<file path="src/rtl/lir_pkg.sv">
package lir_pkg;
  // polarity class of one source
  typedef enum logic [1:0] {
    SENSE_PROG = 2'd0,
    SENSE_HIGH = 2'd1,
    SENSE_LOW  = 2'd2
  } sense_e;

  function automatic sense_e sense_of(input logic hi, input logic lo);
    if (hi) return SENSE_HIGH;
    if (lo) return SENSE_LOW;
    return SENSE_PROG;
  endfunction
endpackage

</file>
<file path="src/rtl/lir_cfg_reg.sv">
module lir_cfg_reg #(
  parameter int unsigned NSRC = 9,
  parameter logic [NSRC-1:0] PROG_MASK = '1
) (
  input  logic            clk,
  input  logic            rst_n,
  input  logic            wr_i,
  input  logic [NSRC-1:0] wdata_i,
  output logic [NSRC-1:0] cfg_o
);
  logic [NSRC-1:0] cfg_q;

  always_ff @(posedge clk) begin
    if (!rst_n)    cfg_q <= '0;
    else if (wr_i) cfg_q <= wdata_i & PROG_MASK;
  end

  assign cfg_o = cfg_q;

  AST_CFG_LOAD: assert property (@(posedge clk) disable iff (!rst_n)
    wr_i |=> cfg_o == ($past(wdata_i) & PROG_MASK));
endmodule

</file>
<file path="src/rtl/lir_polarity.sv">
module lir_polarity
  import lir_pkg::*;
#(
  parameter int unsigned NSRC = 9,
  parameter logic [NSRC-1:0] FIX_HIGH = '0,
  parameter logic [NSRC-1:0] FIX_LOW  = '0
) (
  input  logic [NSRC-1:0] src_i,
  input  logic [NSRC-1:0] cfg_i,
  output logic [NSRC-1:0] act_o
);
  localparam logic [NSRC-1:0] FIXED = FIX_HIGH | FIX_LOW;

  // configuration bits of hardwired sources are not consulted
  logic unused_cfg;
  assign unused_cfg = ^(cfg_i & FIXED);

  for (genvar k = 0; k < NSRC; k++) begin : g_src
    localparam sense_e KIND = sense_of(FIX_HIGH[k], FIX_LOW[k]);
    if (KIND == SENSE_HIGH) begin : g_hi
      assign act_o[k] = src_i[k];
    end else if (KIND == SENSE_LOW) begin : g_lo
      assign act_o[k] = ~src_i[k];
    end else begin : g_prog
      assign act_o[k] = ~(src_i[k] ^ cfg_i[k]);
    end
  end
endmodule

</file>
<file path="src/rtl/lir_line.sv">
module lir_line #(
  parameter int unsigned NSRC = 9
) (
  input  logic            clk,
  input  logic            rst_n,
  input  logic [NSRC-1:0] act_i,
  input  logic            wr_i,
  input  logic [NSRC-1:0] wen_i,
  input  logic [NSRC-1:0] wclr_i,
  output logic [NSRC-1:0] en_o,
  output logic [NSRC-1:0] pend_o,
  output logic            irq_o
);
  logic [NSRC-1:0] en_q, pend_q, clr_mask, pend_d;

  assign clr_mask = wr_i ? wclr_i : '0;
  // a still-active enabled source re-pends in the same edge it is acknowledged
  assign pend_d   = (pend_q & ~clr_mask) | (act_i & en_q);

  always_ff @(posedge clk) begin
    if (!rst_n) begin
      en_q   <= '0;
      pend_q <= '0;
    end else begin
      pend_q <= pend_d;
      if (wr_i) en_q <= wen_i;
    end
  end

  assign en_o   = en_q;
  assign pend_o = pend_q;
  assign irq_o  = |(pend_q & en_q);

  AST_EN_LOAD: assert property (@(posedge clk) disable iff (!rst_n)
    wr_i |=> en_q == $past(wen_i));
  AST_NO_EN_QUIET: assert property (@(posedge clk) disable iff (!rst_n)
    (en_q == '0) |-> !irq_o);

  for (genvar k = 0; k < NSRC; k++) begin : g_chk
    AST_PEND_SET: assert property (@(posedge clk) disable iff (!rst_n)
      (act_i[k] && en_q[k]) |=> pend_q[k]);
    AST_PEND_QUIET: assert property (@(posedge clk) disable iff (!rst_n)
      (!pend_q[k] && !(act_i[k] && en_q[k])) |=> !pend_q[k]);
    AST_PEND_HOLD: assert property (@(posedge clk) disable iff (!rst_n)
      (pend_q[k] && !(wr_i && wclr_i[k])) |=> pend_q[k]);
    AST_ACK_CLEAR: assert property (@(posedge clk) disable iff (!rst_n)
      (wr_i && wclr_i[k] && !(act_i[k] && en_q[k])) |=> !pend_q[k]);
  end
endmodule

</file>
<file path="src/rtl/lvl_irq_router.sv">
module lvl_irq_router #(
  parameter int unsigned NSRC     = 9,
  parameter int unsigned NLINE    = 3,
  parameter int unsigned DATA_W   = 32,
  parameter int unsigned ADDR_W   = 5,
  parameter int unsigned STAT_LSB = 16,
  parameter logic [NSRC-1:0] FIX_HIGH = 9'h102,
  parameter logic [NSRC-1:0] FIX_LOW  = 9'h004
) (
  input  logic              clk,
  input  logic              rst_n,
  input  logic [NSRC-1:0]   src_in,
  input  logic              reg_wr,
  input  logic [ADDR_W-1:0] reg_addr,
  input  logic [DATA_W-1:0] reg_wdata,
  output logic [DATA_W-1:0] reg_rdata,
  output logic [NLINE-1:0]  irq_out
);
  localparam int unsigned WIDX_W = ADDR_W - 2;
  localparam logic [NSRC-1:0]   PROG_MASK = ~(FIX_HIGH | FIX_LOW);
  localparam logic [DATA_W-1:0] EN_FIELD  = DATA_W'({NSRC{1'b1}});
  localparam logic [DATA_W-1:0] LEGAL     = EN_FIELD | (EN_FIELD << STAT_LSB);

  logic              aligned;
  logic [WIDX_W-1:0] word_idx;
  logic              cfg_hit;
  logic [NLINE-1:0]  line_hit;
  logic [NSRC-1:0]   cfg, act;
  logic [NSRC-1:0]   en_a   [NLINE];
  logic [NSRC-1:0]   pend_a [NLINE];
  logic              unused_wbits;

  assign unused_wbits = ^(reg_wdata & ~LEGAL);
  assign aligned  = (reg_addr[1:0] == 2'b00);
  assign word_idx = reg_addr[ADDR_W-1:2];
  assign cfg_hit  = aligned && (word_idx == '0);

  lir_cfg_reg #(.NSRC(NSRC), .PROG_MASK(PROG_MASK)) u_cfg (
    .clk     (clk),
    .rst_n   (rst_n),
    .wr_i    (reg_wr && cfg_hit),
    .wdata_i (reg_wdata[NSRC-1:0]),
    .cfg_o   (cfg)
  );

  lir_polarity #(.NSRC(NSRC), .FIX_HIGH(FIX_HIGH), .FIX_LOW(FIX_LOW)) u_pol (
    .src_i (src_in),
    .cfg_i (cfg),
    .act_o (act)
  );

  for (genvar g = 0; g < NLINE; g++) begin : g_line
    assign line_hit[g] = aligned && (word_idx == WIDX_W'(g + 1));
    lir_line #(.NSRC(NSRC)) u_line (
      .clk    (clk),
      .rst_n  (rst_n),
      .act_i  (act),
      .wr_i   (reg_wr && line_hit[g]),
      .wen_i  (reg_wdata[NSRC-1:0]),
      .wclr_i (reg_wdata[STAT_LSB +: NSRC]),
      .en_o   (en_a[g]),
      .pend_o (pend_a[g]),
      .irq_o  (irq_out[g])
    );
  end

  always_comb begin
    reg_rdata = '0;
    if (cfg_hit) reg_rdata[NSRC-1:0] = cfg;
    for (int i = 0; i < NLINE; i++) begin
      if (line_hit[i]) begin
        reg_rdata[NSRC-1:0]         = en_a[i];
        reg_rdata[STAT_LSB +: NSRC] = pend_a[i];
      end
    end
  end

  AST_RSVD_ZERO: assert property (@(posedge clk) disable iff (!rst_n)
    (reg_rdata & ~LEGAL) == '0);
  AST_UNMAPPED_ZERO: assert property (@(posedge clk) disable iff (!rst_n)
    !(cfg_hit || (|line_hit)) |-> (reg_rdata == '0));
  AST_ONE_TARGET: assert property (@(posedge clk) disable iff (!rst_n)
    $onehot0({cfg_hit, line_hit}));
endmodule

</file>
<file path="config.mk">
export PLATFORM = sky130hd
export DESIGN_NAME = lvl_irq_router
export DESIGN_NICKNAME = d
export VERILOG_FILES = /design/src/rtl/lir_pkg.sv /design/src/rtl/lir_cfg_reg.sv /design/src/rtl/lir_polarity.sv /design/src/rtl/lir_line.sv /design/src/rtl/lvl_irq_router.sv
export SDC_FILE = /design/constraint.sdc
export NUM_CORES = 1
export LEC_CHECK = 0
export ABC_CLOCK_PERIOD_IN_PS = 1900
export BUFFER_PORTS_ARGS = -buffer_cell sky130_fd_sc_hd__buf_2
export CAP_MARGIN = 30
export CORE_MARGIN = 2
export CORE_UTILIZATION = 40
export DETAILED_ROUTE_END_ITERATION = 10
export GPL_TIMING_DRIVEN = 1
export PLACE_DENSITY_LB_ADDON = 0.05
export SLEW_MARGIN = 20
export SYNTH_ARGS = -nofsm -noshare
export SYNTH_HDL_FRONTEND = slang
export SYNTH_SLANG_ARGS = --single-unit
</file>
<file path="constraint.sdc">
create_clock -name clk -period 1.9 [get_ports clk]
set_input_delay 0.38 -clock clk [delete_from_list [all_inputs] [get_ports clk]]
set_output_delay 0.38 -clock clk [all_outputs]
set_load 0.02 [all_outputs]
</file>
-- Word level (Yosys, flattened, before mapping)
Index checks and enable logic that the tools add are counted.
- equality and inequality tests: 3
- muxes and demuxes: 10
- bitwise gates (word level): 28
- reduce and logical (&&, ||, !) cells: 13
- operators with widths (cell ; number):
    $and 9x9->9 ; 9
    $mux 9 ; 9
    $not 9->9 ; 3
    $or 9x9->9 ; 3
    $reduce_or 9->1 ; 3
    $logic_and 1x1->1 ; 8
    $mux 8 ; 1
    $not 1->1 ; 7
    $eq 3x2->1 const B ; 2
    $xor 1x1->1 ; 6
    $eq 3x1->1 const B ; 1
    $logic_not 3->1 ; 1
    $logic_not 2->1 ; 1
- register bits: 60
- input port bits: 49
- output and inout port bits: 35
- word-level logic and storage cells: 61

-- Longest topological paths before layout
Gate-level depths: netlist of the first run.
- word-level depth: 7
- gate-level depth with buffers: 6
- depth with buffers taken out: 3

-- Modules after synthesis
Synthesis of the first run repeated with hierarchy kept, for this count alone.
- cells, all modules: 334
- area, all modules: 3223.1 sq um
- by module, submodules not included (module ; instances ; cells each ; area an instance (sq um) ; sequential area each (sq um)):
    lir_line ; 3 ; 71 ; 745.7 ; 360.3
    lvl_irq_router ; 1 ; 89 ; 659.4 ; 0.0
    lir_cfg_reg ; 1 ; 23 ; 255.2 ; 120.1
    lir_polarity ; 1 ; 9 ; 71.3 ; 0.0

-- Worst setup path before layout of the first run
OpenSTA, ideal clock, no wires.
- path type: input-to-output
- start: in reg_addr[3]
- end: out reg_rdata[16]
- arrival: 1428 ps
- required time: 1520 ps
- path slack: 92 ps
- stages on the path: 6
- buffers on the path: 3
- cell sequence: buf_2 nor2b_1 buf_4 buf_2 a22oi_1 nor2_1
- word-level cells in the longest chain between the ends: 5
- elaborated cells on any way between the ends: 9
- classes of those cells: 3 x eq/ne; 3 x mux; 3 x reduce/logical
- ends and longest elaborated chain (element ; line ; text):
    start, declared ; lvl_irq_router.sv:14 ; input logic [ADDR_W-1:0] reg_addr,
    $eq 3x1->1 ; lvl_irq_router.sv:53 ; assign line_hit[g] = aligned && (word_idx == WIDX_W'(g + 1));
    $logic_and 1x1->1 ; lvl_irq_router.sv:53 ;
    $mux 9 (2 in series) ; lvl_irq_router.sv:71 ; if (line_hit[i]) begin
    $mux 9 (*) ; lvl_irq_router.sv:71 ;
    end, declared ; lvl_irq_router.sv:16 ; output logic [DATA_W-1:0] reg_rdata,
Every way passes the cells marked *; elsewhere a longest branch is shown, timed or not.

-- Worst setup path after layout of the first run
- start: reg g_line[2].u_line.en_q[4]
- end: out irq_out[2]
- word-level cells in the longest chain between the ends: 2
- ends and longest elaborated chain (element ; line ; text):
    start, declared ; lir_line.sv:14 ; logic [NSRC-1:0] en_q, pend_q, clr_mask, pend_d;
    start signal, assigned ; lir_line.sv:26 ; if (wr_i) en_q <= wen_i;
    $and 9x9->9 ; lir_line.sv:32 ; assign irq_o = |(pend_q & en_q);
    $reduce_or 9->1 ; lir_line.sv:32 ;
    end, declared ; lvl_irq_router.sv:17 ; output logic [NLINE-1:0] irq_out
No other way between the ends.

==> results of run 1 <==
[through the flow]
step / power (mW) / instance area [µm²] / setup WS [ps] / TNS, ps
2_1_floorplan: 1.46 / 3200 / 91.8 / 0
3_3_place_gp: 1.54 / 3510 / -3.59 / -4.44
3_5_place_dp: 1.54 / 3510 / -2.86 / -4.88
4_1_cts: 2.63 / 3710 / 40.8 / 0
5_1_grt: 2.72 / 3760 / -37.4 / -71.4
6_report: 2.62 / 3760 / 51.1 / 0
[where the power goes]
group	total (mW)	internal [mW]	switching, mW
Clock	1.10	0.608	0.488
Combinational	0.249	0.0929	0.156
Sequential	1.27	1.27	0.00846
Total	2.62	1.97	0.652
[state kept, by name, indices dropped and copies added (netlist names)]
register              flops
g_line.u_line.en_o       27
u_cfg.cfg_o               6
g_line.u_line.pend_o     27
[cell families (layout without fill, tap and decap cells)]
family                 after synthesis  after routing  share of synthesized area, %
AO/OA/AOI/OAI                       60             60                          15.3
XOR/XNOR                             6              6                          1.67
buffers and inverters               40             89                          8.62
flip-flops                          60             60                          38.1
multiplexers                        51             51                          19.1
other                                1             14                         0.119
AND/OR/NAND/NOR                    112            112                          17.1
[path summary, 6_finish.rpt]
kind	slack, ps	to	startpoint	cells past startpoint
max reg2reg	910	g_line[1].u_line.pend_o[3]$_SDFF_PN0_	u_cfg.cfg_o[3]$_SDFFE_PN0P_	3
min	270	g_line[1].u_line.pend_o[8]$_SDFF_PN0_	reg_wdata[24]	2
min reg2reg	490	g_line[2].u_line.en_o[4]$_SDFFE_PN0N_	g_line[2].u_line.en_o[4]$_SDFFE_PN0N_	2
max	50	irq_out[2]	g_line[2].u_line.en_o[4]$_SDFFE_PN0N_	3
[Yosys cell counts (4+ instances only)]
cell type  number  share of area (%)
a21oi_1         9                1.4
a22oi_1        15                3.6
a311oi_1        4                1.1
a32o_1         18                5.7
buf_2           7                1.1
buf_4          18                4.3
buf_6           6                2.1
clkbuf_1        8               0.95
dfxtp_1        60                 38
mux2_2         12                4.3
mux2i_1        33                 10
mux4_2          6                4.3
nand2_1        48                5.7
nand3_1        22                3.5
nor2_1         19                2.3
nor2b_1        13                2.6
o21ai_0         4               0.64
xor2_1          6                1.7
[timing repair]
item | CTS | global route
resized for setup | 3 | 9
cloned | 0 | 1
endpoints found under the setup margin | 5 | 3
hold endpoints to repair | 0 | 0
pin swaps | 0 | 4
[area by class of cell]
cell class	count	area (µm²)	share of cell area [%]
Sequential cell	60	1210	32.1
Clock inverter	1	5.00	0.133
Timing Repair Buffer	73	497	13.2
Tap cell	102	128	3.39
Multi-Input combinational cell	243	1740	46.2
Clock buffer	14	183	4.86
Inverter	1	3.75	0.0998
[layer usage]
layer  global-route usage [%]  vias up  routed length, µm
met5                        0        -                  0
met4                     7.84        0                107
met3                     3.09        9                415
met2                     34.7       79               4240
met1                     28.3     1281               4040
li1                         -     1297                  -
==> impl_metrics.yaml, run 1 <==
timing:
  tightest_slew_ps: 567
  hold_viol: 0
  period_needed_ps: 1850
  setup_violations: 0
  fin_worst_skew_ps: 7.30
  holdWs_ps: 268
  slew_viol_final: 0
  fin_crit_sh_pct: 97.3
  rsz0062_at_grt: "yes"
  max_freq_mhz: 541
  max_slew_margin_pct: 62.2
drt:
  wirelength_mm: 8.80
  viasPerCell: 5.40
  antenna_left: 0
  wl_per_cell_um: 17.8
  drtPass1Iterations: 4
  vias: 2666
  drc: 0
  drt_iter0_markers: 176
finish:
  layout_common_cells: "dfxtp_1 (56), buf_2 (52), nand2_1 (48)"
  utilization_pct: 48.9
  mostFrequentLayoutCell: "dfxtp_1"
  syn_to_final_growth_pct: 19.4
  diodes: 0
  nNetsFinal: 437
  fin_cells: 494
  num-fill-cells: 745
  drive_above_1_share_pct: 29.6
die:
  dieHeight_um: 92.8
  die_w_um: 92.8
  coreArea_um2: 7690
  die-area_um2: 8600
  ios: 84
  start_util_pct: 41.0
  row_count: 32
clocking:
  cts_buffers: 9
  cts.sinks: 60
  cts_setup_buffers: 0
  cts_buffer_depth: 2
  cts_tree: "done"
  clk_latency_ps: 340
  cts-root-buf: "clkbuf_8"
  cts_hold_buffers: 0
  cts.clk_slew.worst_paths_ps: 70
  h-tree-depth: 3
critical_path:
  cp_top_family: "compound AO/OA/AOI/OAI gates"
  arrival_ps: 1470
  cpPeakStageDelay_ps: 460
  cp-start-kind: "flip-flop"
  cp-end-kind: "primary output"
  worst_ep_required_time_ps: 1520
  cp_slowest_cell: "a222oi_1"
  cp_cell_sequence: "a222oi_1, nand3_1, buf_6"
  path_buf_inv: 1
  crit_path_max_fanout: 4
  worstSetupPathType: "reg2out"
yosys:
  synth.yosys.seq_area_share_pct: 38.1
  yosysWarnings: 0
  synth_edf_count: 0
  yosys_most_used_dff: "dfxtp_1"
  ys_seq_elements: 60
  syn_area_per_cell_um2: 9.55
  synth_cell_types: 31
  synth-async-reset-ratio_pct: 0
  syn-instance-count: 330
  netlist_area_um2: 3150
min_path:
  hold_path.class: "in2reg"
place:
  hpwl_mm: 6.22
  routabilityCongestion: 0.821
  port_buffers: 55
  placed_cells: 478
global_routing:
  grt_pass1_wl_mm: 13.7
  overflow: 0
  grtUsageTotal_pct: 21.1
  grt_pass1_vias: 2558
  antenna_found_initial: 0
  grt_start_max_net_pins: 33
outcome:
  status: "finished clean"
power_and_ir_drop:
  p_leak_nw: 1.57
  peakVddDrop_v: 0.000371
  powerDensity_nw_per_um2: 696
flow_run:
  drv_cap: 0
Power figures use the tool's default switching activity.
==> run 2, diff against run 1 <==
SYNTH_HIERARCHICAL = 1   (was not set)
==> run 2 against run 1 <==
The flow now finishes with violations (setup timing). Area after synthesis up 2.3%. Clock power barely moved. Non-clock buffer count rose by 3. Clock skew up 4.4 ps. Combinational power grew 9.2%. Global-route usage down 1.1 points.
==> impl_metrics.yaml, run 2 <==
outcome:
  status: "complete, but fails checks"
  violations: "setup timing"
min_path:
  holdPathStages: 3
  hold_path.class: "in2reg"
  min-delay-start: "reg_wdata[8]"
timing:
  hold_viol: 0
  tns_ps: -1.25
  rsz0062_at_grt: "yes"
  period_needed_ps: 1900
  timing.final.ws_setup_ps: -1.25
  fin_worst_skew_ps: 11.7
  max_freq_mhz: 526
  fin_crit_sh_pct: 100
  setup_violations: 1
  holdWs_ps: 336
  slew_viol_final: 0
finish:
  nNetsFinal: 446
  diodes: 0
  final_area_um2: 4020
  num-fill-cells: 763
  syn_to_final_growth_pct: 24.8
  multi_input_area_um2: 1950
  drive_above_1_share_pct: 28.9
  fin_cells: 504
  layout_common_cells: "mux2i_1 (60), nor2b_1 (60), dfxtp_1 (60)"
  register_area_um2: 1200
  utilization_pct: 51.8
critical_path:
  cp_top_family: "simple AND/OR/NAND/NOR gates"
  cp-start-kind: "input port"
  worstSetupPathType: "in2out"
  worst_ep_required_time_ps: 1520
  cp-startpoint: "reg_addr[1]"
  rr_startpoint: "u_cfg/cfg_o[7]$_SDFFE_PN0P_"
  arrival_ps: 1520
  cp-end-kind: "primary output"
  path_buf_inv: 3
  r2r_cells: 3
  cp_num_cells: 5
  cpMostUsedCell: "buf_6"
  crit_path_max_fanout: 4
  cpPeakStageDelay_ps: 570
  cp_cell_sequence: "buf_6, or4b_4, buf_8, o22ai_4, buf_6"
  cp_slowest_cell: "or4b_4"
die:
  dieHeight_um: 93.8
  die-area_um2: 8790
  die_w_um: 93.8
  start_util_pct: 41.5
  row_count: 32
  coreArea_um2: 7770
  ios: 84
place:
  pre_cts_slack_ps: -89.7
  hpwl_mm: 6.02
  placed_cells: 488
  port_buffers: 55
  routabilityCongestion: 0.799
  dpl-instance-area_um2: 3580
yosys:
  synth_top_cell_by_area: "dfxtp_1"
  synth.yosys.seq_area_share_pct: 37.3
  yosysTopAreaCellShare_pct: 37.3
  synthXorXnorAreaFrac_pct: 1.63
  yosys.area_share.simple_pct: 17.2
  synth_cell_types: 26
  synth.area.mux_share_pct: 18.6
  yosys_most_used_dff: "dfxtp_1"
  synth_top_family_by_area: "multiplexers"
  synth_fa_ha_area_share_pct: 0
  yosysWarnings: 6
  synth-compound-area-share_pct: 15.4
  netlist_top_cells_area: "dfxtp_1 (37%), mux2i_1 (19%), nor2b_1 (12%), a22oi_1 (7.0%), buf_4 (4.7%)"
  netlist_area_um2: 3220
  ys_seq_elements: 60
  syn_area_per_cell_um2: 9.65
  synth_common_cells: "dfxtp_1 (60), mux2i_1 (60), nor2b_1 (60), a22oi_1 (30), nand2_1 (27)"
  synth-async-reset-ratio_pct: 0
  syn-instance-count: 334
  synth_edf_count: 0
global_routing:
  overflow: 0
  grt_pass1_vias: 2481
  grt_pass1_wl_mm: 13.3
  antenna_found_initial: 0
  grt_start_max_net_pins: 35
  grtUsageTotal_pct: 20.0
drt:
  wirelength_mm: 8.67
  drtPass1Iterations: 4
  wl_per_cell_um: 17.2
  drc: 0
  antenna_left: 0
  drt_iter0_markers: 96
  vias: 2565
  viasPerCell: 5.09
power_and_ir_drop:
  p_leak_nw: 1.40
  power.total_mw: 2.65
  powerDensity_nw_per_um2: 659
  peakVddDrop_v: 0.000369
clocking:
  cts_buffer_depth: 2
  h-tree-depth: 3
  cts_tree: "done"
  clk_latency_ps: 340
  cts.sinks: 60
  cts.clk_slew.worst_paths_ps: 70
  cts_buffers: 9
  cts_hold_buffers: 0
  cts_setup_buffers: 0
  cts-root-buf: "clkbuf_8"
flow_run:
  drv_cap: 0
[run 2: worst reg2reg max path, cell delays in order, from the launching register on]
cell and delay [ps]:
dfxtp_1 340, xnor2_1 300, a22oi_1 140, nor2b_1 130
[run 2: worst paths after layout]
path | to | slack (ps)
min reg2reg | g_line[2].u_line/pend_o[4]$_SDFF_PN0_ | 550
max | reg_rdata[0] | -1
max reg2reg | g_line[1].u_line/pend_o[7]$_SDFF_PN0_ | 920
min | g_line[1].u_line/en_o[8]$_SDFFE_PN0P_ | 340
[run 2: where the power goes]
part / switching (mW) / total, mW / leakage [nW] / internal [mW]
sequential: 0.00838 / 1.27 / 0.483 / 1.27
combinational: 0.158 / 0.272 / 0.824 / 0.114
clock: 0.504 / 1.10 / 0.0931 / 0.600
[run 2: per-layer routing]
| layer | wire [µm] | vias up | global-route usage (%) |
|---|---|---|---|
| met1 | 4190 | 1210 | 27.3 |
| met3 | 354 | 10 | 3.37 |
| met5 | 0 | - | 0 |
| met2 | 3980 | 63 | 30.7 |
| met4 | 140 | 0 | 9.78 |
| li1 | - | 1282 | - |
[run 2: area by class of cell]
cell class	count	share of cell area [%]
inverters	1	0.0933
repair buffers	76	13.9
multi-input cells	249	48.4
clock buffers	11	3.27
flip-flops and latches	60	29.9
well taps	102	3.17
clock inverters	5	1.31
[run 2: logic make-up (layout without fill, tap and decap cells)]
logic type	count (synthesis)	count (layout)
multiplexers	60	60
AND/OR/NAND/NOR	100	100
buffers and inverters	40	93
other	2	17
AO/OA/AOI/OAI	66	66
flip-flops	60	60
XOR/XNOR	6	6
[run 2: repair_timing]
item,in CTS,in global routing
gates cloned,0,0
pin swaps,1,10
setup endpoints to repair,12,17
hold endpoints to repair,0,0
resized for setup,26,28
